`config.mk`:
```
export PLATFORM = sky130hd
export DESIGN_NAME = read_chunk_seq
export DESIGN_NICKNAME = d
export VERILOG_FILES = /design/src/rtl/read_chunk_seq_pkg.sv /design/src/rtl/rcs_plan.sv /design/src/rtl/rcs_fin_track.sv /design/src/rtl/read_chunk_seq.sv
export SDC_FILE = /design/constraint.sdc
export NUM_CORES = 1
export LEC_CHECK = 0
export ABC_AREA = 1
export ABC_CLOCK_PERIOD_IN_PS = 2800
export BUFFER_PORTS_ARGS = -buffer_cell sky130_fd_sc_hd__buf_2
export CAP_MARGIN = 40
export CORE_MARGIN = 5
export CORE_UTILIZATION = 60
export DETAILED_ROUTE_END_ITERATION = 6
export PLACE_DENSITY = 0.81
export SLEW_MARGIN = 15
export SYNTH_ARGS = -nofsm -noshare
export SYNTH_HDL_FRONTEND = slang
export SYNTH_HIERARCHICAL = 1
export SYNTH_SLANG_ARGS = --single-unit
```
`constraint.sdc`:
```
create_clock -name clk_i -period 2.8 [get_ports clk_i]
set_clock_uncertainty 0.05 [all_clocks]
set_input_delay 0.42 -clock clk_i [delete_from_list [all_inputs] [get_ports clk_i]]
set_output_delay 0.42 -clock clk_i [all_outputs]
set_load 0.01 [all_outputs]
```
`src/rtl/read_chunk_seq_pkg.sv`:
```
package read_chunk_seq_pkg;
  typedef enum logic [2:0] {
    ST_IDLE,
    ST_OVH,
    ST_GAP,
    ST_ISSUE,
    ST_REPLY,
    ST_DRAIN,
    ST_DONE
  } seq_state_e;
endpackage

```
`src/rtl/rcs_plan.sv`:
```
module rcs_plan #(
  parameter int LEN_W       = 24,
  parameter int DRAIN_W     = 16,
  parameter int BURST_BYTES = 256,
  parameter int CNT_W       = 17
) (
  input  logic [LEN_W-1:0]   cmd_len_i,
  input  logic [LEN_W-1:0]   req_len_i,
  input  logic [DRAIN_W-1:0] drain_i,
  output logic [CNT_W-1:0]   n_chunks_o,
  output logic [DRAIN_W-1:0] gap_o
);
  localparam int BURST_SH = $clog2(BURST_BYTES);
  localparam int DIV_W    = (DRAIN_W > CNT_W) ? DRAIN_W : CNT_W;

  logic [LEN_W-1:0] work;
  logic [LEN_W:0]   work_rnd;
  logic [DIV_W-1:0] num, den, quo;

  assign work       = (cmd_len_i != '0) ? cmd_len_i : req_len_i;
  assign work_rnd   = {1'b0, work} + (LEN_W+1)'(BURST_BYTES - 1);
  assign n_chunks_o = work_rnd[LEN_W:BURST_SH];

  assign num = DIV_W'(drain_i);
  assign den = DIV_W'(n_chunks_o);
  assign quo = (den == '0) ? '0 : num / den;

  always_comb begin
    if (drain_i == '0 || n_chunks_o == '0) gap_o = '0;
    else if (quo == '0)                    gap_o = DRAIN_W'(1);
    else                                   gap_o = quo[DRAIN_W-1:0];
  end
endmodule

```
`src/rtl/rcs_fin_track.sv`:
```
module rcs_fin_track #(
  parameter int FIN_W = 16
) (
  input  logic             clk_i,
  input  logic             rst_ni,
  input  logic             clr_i,
  input  logic             upd_i,
  input  logic [FIN_W-1:0] fin_i,
  output logic [FIN_W-1:0] rem_o,
  output logic             expire_o
);
  logic [FIN_W-1:0] rem_q, rem_dec;

  assign rem_dec  = (rem_q == '0) ? '0 : rem_q - FIN_W'(1);
  assign rem_o    = rem_q;
  assign expire_o = (rem_q <= FIN_W'(1));

  // rem_q counts down to the latest finish seen so far
  always_ff @(posedge clk_i or negedge rst_ni) begin
    if (!rst_ni)    rem_q <= '0;
    else if (clr_i) rem_q <= '0;
    else if (upd_i) rem_q <= (fin_i > rem_dec) ? fin_i : rem_dec;
    else            rem_q <= rem_dec;
  end
endmodule

```
`src/rtl/read_chunk_seq.sv`:
```
module read_chunk_seq
  import read_chunk_seq_pkg::*;
#(
  parameter int ADDR_W      = 40,
  parameter int LEN_W       = 24,
  parameter int DRAIN_W     = 16,
  parameter int FIN_W       = 16,
  parameter int BURST_BYTES = 256,
  parameter int OVH_CYC     = 3
) (
  input  logic               clk_i,
  input  logic               rst_ni,
  input  logic               cmd_valid_i,
  output logic               cmd_ready_o,
  input  logic [ADDR_W-1:0]  cmd_addr_i,
  input  logic [LEN_W-1:0]   cmd_len_i,
  input  logic [LEN_W-1:0]   req_len_i,
  input  logic [DRAIN_W-1:0] drain_cyc_i,
  output logic               chk_valid_o,
  output logic [ADDR_W-1:0]  chk_addr_o,
  output logic               chk_wr_o,
  input  logic               fin_valid_i,
  input  logic [FIN_W-1:0]   fin_cyc_i,
  output logic               done_o
);
  localparam int BURST_SH = $clog2(BURST_BYTES);
  localparam int CNT_W    = LEN_W - BURST_SH + 1;
  localparam int OVH_W    = $clog2(OVH_CYC + 2);
  localparam int CW       = (DRAIN_W > OVH_W) ? DRAIN_W : OVH_W;

  seq_state_e         state_q;
  logic [CW-1:0]      cnt_q;
  logic [ADDR_W-1:0]  addr_q;
  logic [CNT_W-1:0]   left_q;
  logic [DRAIN_W-1:0] gap_q;

  logic [CNT_W-1:0]   n_chunks_c;
  logic [DRAIN_W-1:0] gap_c;
  logic [FIN_W-1:0]   fin_rem;
  logic               fin_expire;
  logic               fin_upd;

  rcs_plan #(
    .LEN_W(LEN_W), .DRAIN_W(DRAIN_W), .BURST_BYTES(BURST_BYTES), .CNT_W(CNT_W)
  ) u_plan (
    .cmd_len_i (cmd_len_i),
    .req_len_i (req_len_i),
    .drain_i   (drain_cyc_i),
    .n_chunks_o(n_chunks_c),
    .gap_o     (gap_c)
  );

  assign fin_upd = (state_q == ST_REPLY) && fin_valid_i;

  rcs_fin_track #(.FIN_W(FIN_W)) u_fin (
    .clk_i   (clk_i),
    .rst_ni  (rst_ni),
    .clr_i   (state_q == ST_IDLE),
    .upd_i   (fin_upd),
    .fin_i   (fin_cyc_i),
    .rem_o   (fin_rem),
    .expire_o(fin_expire)
  );

  assign cmd_ready_o = (state_q == ST_IDLE);
  assign chk_valid_o = (state_q == ST_ISSUE);
  assign chk_addr_o  = addr_q;
  assign chk_wr_o    = 1'b0;
  assign done_o      = (state_q == ST_DONE);

  always_ff @(posedge clk_i or negedge rst_ni) begin
    if (!rst_ni) begin
      state_q <= ST_IDLE;
      cnt_q   <= '0;
      addr_q  <= '0;
      left_q  <= '0;
      gap_q   <= '0;
    end else begin
      case (state_q)
        ST_IDLE: if (cmd_valid_i) begin
          addr_q <= cmd_addr_i;
          left_q <= n_chunks_c;
          gap_q  <= gap_c;
          if (OVH_CYC != 0) begin
            state_q <= ST_OVH;
            cnt_q   <= CW'(OVH_CYC);
          end else if (n_chunks_c == '0) begin
            state_q <= ST_DONE;
          end else if (gap_c != '0) begin
            state_q <= ST_GAP;
            cnt_q   <= CW'(gap_c);
          end else begin
            state_q <= ST_ISSUE;
          end
        end
        ST_OVH: begin
          if (cnt_q <= CW'(1)) begin
            if (left_q == '0) state_q <= ST_DONE;
            else if (gap_q != '0) begin
              state_q <= ST_GAP;
              cnt_q   <= CW'(gap_q);
            end else state_q <= ST_ISSUE;
          end else cnt_q <= cnt_q - CW'(1);
        end
        ST_GAP: begin
          if (cnt_q <= CW'(1)) state_q <= ST_ISSUE;
          else                 cnt_q   <= cnt_q - CW'(1);
        end
        ST_ISSUE: state_q <= ST_REPLY;
        ST_REPLY: if (fin_valid_i) begin
          addr_q <= addr_q + ADDR_W'(BURST_BYTES);
          left_q <= left_q - CNT_W'(1);
          if (left_q == CNT_W'(1)) state_q <= ST_DRAIN;
          else if (gap_q != '0) begin
            state_q <= ST_GAP;
            cnt_q   <= CW'(gap_q);
          end else state_q <= ST_ISSUE;
        end
        ST_DRAIN: if (fin_expire) state_q <= ST_DONE;
        ST_DONE:  state_q <= ST_IDLE;
        default:  state_q <= ST_IDLE;
      endcase
    end
  end

  assert_busy_after_accept_R10: assert property (@(posedge clk_i) disable iff (!rst_ni)
    (cmd_valid_i && cmd_ready_o) |=> !cmd_ready_o);

  assert_done_pulse_R9: assert property (@(posedge clk_i) disable iff (!rst_ni)
    done_o |=> (!done_o && cmd_ready_o));

  assert_done_drained_R9: assert property (@(posedge clk_i) disable iff (!rst_ni)
    done_o |-> (fin_rem == '0));

  assert_chunk_single_R7: assert property (@(posedge clk_i) disable iff (!rst_ni)
    chk_valid_o |=> !chk_valid_o);

  assert_chunk_left_R3: assert property (@(posedge clk_i) disable iff (!rst_ni)
    chk_valid_o |-> (left_q != '0));
endmodule

```
==> results.md, run 1 <==
* Status: stopped before the end
* Failed at: global routing
* Halt Reason: [ERROR GRT-0232] Routing congestion too high. Check the congestion heatmap in the GUI.
* DIE HEIGHT at 175 um
* Synth Area per Inst at 6.26 sq um
* Buffer type at the clock tree root: clkbuf_16
* GRT Total Usage at 85.7%
* Largest net degree at the start of global routing at 76
* CTS H-Tree Depth at 3
* Routability Congestion at slightly below 1
* Hold_buf cts at 0
* Cts bufs inserted at 9
* Site row count at 60
* Post-Synthesis Cells at between 2000 and 3000
* Post-synth top area share at ~17%
* Seq/Total Area, Yosys at about 17%
* Starting Density at just over 60%
* Synth top area cells: nand2_1, dfrtp_1, ha_1, nor2_1, inv_1
* Io pins at between 150 and 200
* Die Width at about 180 um
* Yosys cell types at 68
* Final HPWL DP at 42600 um
* IO buf count at about 170
* Syn_nets at slightly below 3000
* Count of clock tree sinks at approximately 110
* Post-synthesis cell area at 16400 sq um
* Seq cells post-synth at 108
* Synth warn at 6
* Max Root-Sink Buffers at 2
* Largest area contributor in the netlist: nand2_1
* Gr ovfl total at between 200 and 300
## metal layers
metal / GRT overflow / global-route usage, %
met1: 21 / 83.9
met2: 154 / 96.5
met3: 18 / 77.7
met4: 81 / 84.8
met5: 1 / 64.7
## synthesized netlist by cell type (all sizes together)
cell type / count
nor4: 9
conb: 2
nor3: 33
nand3b: 13
clkbuf: 26
nor3b: 2
and2: 7
o21bai: 17
a21boi: 2
nor4b: 1
buf: 47
xnor2: 32
dfrtp: 108
ha: 178
or4: 2
o31ai: 5
o2111ai: 1
o21a: 4
a211oi: 1
nand4: 56
inv: 337
nand3: 172
or2: 44
o21ai: 176
nor2: 342
nand2: 764
o221ai: 5
a21oi: 111
a22oi: 3
or3: 2
a2111oi: 2
a211o: 2
o22ai: 8
mux2i: 1
a31oi: 5
clkinv: 3
o2bb2ai: 1
xor2: 67
o211ai: 8
a21o: 19
## cells by family after synthesis
family,Yosys count,synth area share [%]
other cells,2,0.0459
compound gates,370,13.6
mux,1,0.0611
fa+ha+maj,178,13.6
buf+inv,413,10.6
flops,108,16.5
simple gates,1447,40.3
xor+xnor,99,5.29
## per-stage QoR
stage / util [%] / hold slack [ns] / worst slack (ns) / cells / area (sq um)
after floorplan: - / 0.0744 / -27.72 / 2618 / 16800
after CTS: 91.7 / 0.00942 / -27.25 / 3881 / 24700
after detailed placement: 78.7 / 0.392 / -29.55 / 3537 / 21200
after global placement: 78.7 / 0.387 / -27.40 / 3537 / 21200
## what timing repair did
action,in CTS
endpoints found under the setup margin,16
setup buffers,325
pin swaps,114
gates resized for setup,173
gates cloned,4
==> inputs of run 2 (changes only) <==
- CORE_UTILIZATION: 60 -> 40
- PLACE_DENSITY: 0.81 -> default
- PLACE_DENSITY_LB_ADDON: default -> 0.15
==> run 2 against run 1 <==
Effect of this change: the flow now finishes, with violations (setup timing); synthesized cell count is the same; area after synthesis stayed put.
==> results.md, run 2 <==
* Status: finished, violations left
* Failing checks: setup timing
* Synth warn at 6 (unchanged)
* Max Root-Sink Buffers at 2 (unchanged)
* DR iter-0 viols at between 1000 and 1500
* Crit path time final at between 30 and 40 ns
* Most frequent cells in the layout: nand2_1, buf_4, inv_1
* Cts bufs inserted at 9 (unchanged)
* Count of clock tree sinks at 108 (unchanged)
* Clock insertion delay at the later pin of the skew report at 0.36 ns
* Post-synth ARST share at 100% (unchanged)
* Slew at the pin with the worst max-slew slack at 0.733 ns
* Crit path arrival time at slightly above 30 ns
* GRT Total Usage at a little under a quarter
* Io pins at 168 (unchanged)
* Synth Area per Inst at 6.26 sq um (unchanged)
* Worst setup margin at -27.79 ns
* Yosys cell types at 68 (unchanged)
* CTS tree: yes
* Post-synth top area share at 16.7% (unchanged)
* Seq cells post-synth at 108 (unchanged)
* Worst EP required at 3.03 ns
* Via count at between 15000 and 20000
* Clk slew on worst S/H paths at around 0.07 ns
* Slew margin rel. at ~51%
* Final HPWL DP at 43000 um (+1.1%)
* Routability Congestion at 0.952 (-4.2%)
* Number of global-route vias before repair at 18600
* Fin area at around 24000 sq um
* Largest net degree at the start of global routing at 76
* Hold Startpoint: cmd_addr_i[3]
* Area occupied by multi-input gates at about 13000 sq um
* Reg2reg path depth at 16
* Hold path depth at 3
* DRT Wirelength at 56900 um
* First-pass detailed-route iteration total at 5
* Final period util at 1090%
* First-pass GRT wire length at about 89000 um
* Nets at about 3700
* Buf+Inv Stages, Crit Path at 38
* Routed length per instance at 14.5 um
* Post-synthesis cell area at 16400 sq um (unchanged)
* Place WS at -28.71 ns (+0.839 ns)
* FF-to-FF setup slack at 0.13 ns
* Crit Path Category: in -> reg
* IO buf count at 166 (unchanged)
* Largest area contributor in the netlist: nand2_1
* Pwr per Cell Area at slightly below 600 nW/um^2
* Synth top cells by count: nand2_1, nor2_1, inv_1
* Via density at roughly 5.0
* Layout area overhead at 49.2%
* Layout filler cell count at around 3700
* Post-Synthesis Cells at 2618 (unchanged)
* Max cap viols at 0
* Layout cells sized above 1 at between 30% and 40%
* Dpl cell area at 21800 sq um (+2.6%)
* Crit path top cell by count: nand2_1
* Max VDD drop at 577 uV
* Ys flop type: dfrtp_1
* Worst R2R End: u_fin/rem_o[15]
* Core Box Area at ~41000 sq um
* Peak per-stage delay on the critical path at 0.39 ns
* Setup-failing EPs final at 17
* Seq/Total Area, Yosys at 16.5% (unchanged)
* Die Width at 212 um (+21%)
* CP max FO at 8
* CTS H-Tree Depth at 3 (unchanged)
* Leakage power at approximately 13 nW
* Max Clk Rate at roughly 33 MHz
* Reg2Reg Launch Point: u_fin/rem_o[0]
* Worst setup SP type: input pin
* WHS Endpoint: chk_addr_o[3]
* Worst path depth at approximately 260
* Hold WC Path Type: in -> reg
* Max FFs per register at 40
* CP endpoint kind: flop
* Buffer type at the clock tree root: clkbuf_16
* Gr ovfl total at 0
* DIE HEIGHT at 212 um (+21%)
* DRC errors left at 0
* Antenna diodes at 0
* EDFF count, synth at 0 (unchanged)
* Syn_nets at 2920 (unchanged)
* Final hold viol count at 0
* Initial antenna violation count at 0
* Storage element area at 2700 sq um
* Site row count at 74 (+23%)
* Total Power at 0.0141 W
* Synth top area cells: nand2_1, dfrtp_1, ha_1, nor2_1, inv_1
* Die area at approximately 45000 sq um
* Most common cell after layout, fill and taps aside: nand2_1
* Antenna-violating nets left at 0
* Starting Density at 40.3% (-20 points)
* RSZ-0062 raised after global routing: yes
* Count leader, synth: nand2_1
* Final Max Tran Viols at 0
* Slowest stage cell, crit path: a2111oi_4
* CP delay by family, top: compound AO/OA/AOI/OAI gates
## run 2: cell type report
type                    instances  share of cell area [%]
repair buffers                828                    24.7
flip-flops and latches        108                    11.1
well taps                     532                    2.72
multi-input cells            2100                    54.8
inverters                     340                    5.34
repair inverters                1                  0.0358
clock buffers                  10                   0.978
clock inverters                 6                   0.282
## run 2: logic make-up after synthesis
group	after synthesis	share of synthesized area (%)
AOI/OAI and AO/OA	370	13.6
buffers and inverters	413	10.6
xor gates and xnor gates	99	5.29
adders and majority gates	178	13.6
and+or+nand+nor	1447	40.3
DFF	108	16.5
other	2	0.0459
muxes	1	0.0611
## run 2: worst max path at each step
stage,startpoint,to,slack [ns]
final,cmd_len_i[6],gap_q[0],-27.79
after global routing,cmd_len_i[1],gap_q[8],-29.97
after CTS,cmd_len_i[21],gap_q[1],-26.80
after detailed placement,cmd_len_i[23],gap_q[1],-28.71
after global placement,cmd_len_i[23],gap_q[1],-27.71
after floorplan,cmd_len_i[6],gap_q[4],-27.72
## run 2: layer usage
metal	track usage, %	vias up	wire (um)
met5	0	-	0
met4	6.14	0	1440
met3	1.95	98	2160
met2	43.7	413	28600
met1	29.8	9071	24700
li1	-	10000	-
## run 2: tightest hold or removal path, delay by kind of cell
family | cells | cell delay [ns]
buffers and inverters | 1 | 0.07
AND/OR/NAND/NOR | 2 | 0.08
## run 2: power by group
group          total [W]  internal [W]  switching, W  leakage [nW]
Combinational    0.00986       0.00417       0.00569          11.7
Sequential       0.00294       0.00218      0.000765          1.37
Clock            0.00134      0.000725      0.000610         0.149
## run 2: through the flow
step	instances	util, %	hold slack [ns]	setup TNS, ns
global placement	3763	53.5	0.368	-419.16
floorplan	2618	-	0.0744	-418.74
CTS	3862	56.8	0.192	-405.78
finish	3925	60.1	0.206	-419.85
global route	3925	60.1	0.203	-453.55
detailed placement	3763	53.5	0.370	-434.13
## run 2: what timing repair did
item / CTS / global route
hold endpoints to repair: 31 / 0
pin swaps: 58 / 187
cloned: 5 / 2
resized for setup: 100 / 204
setup buffers: 77 / 63
hold buffers: 1 / 0
setup endpoints to repair: 16 / 35
(Power assumes the default switching activity.)
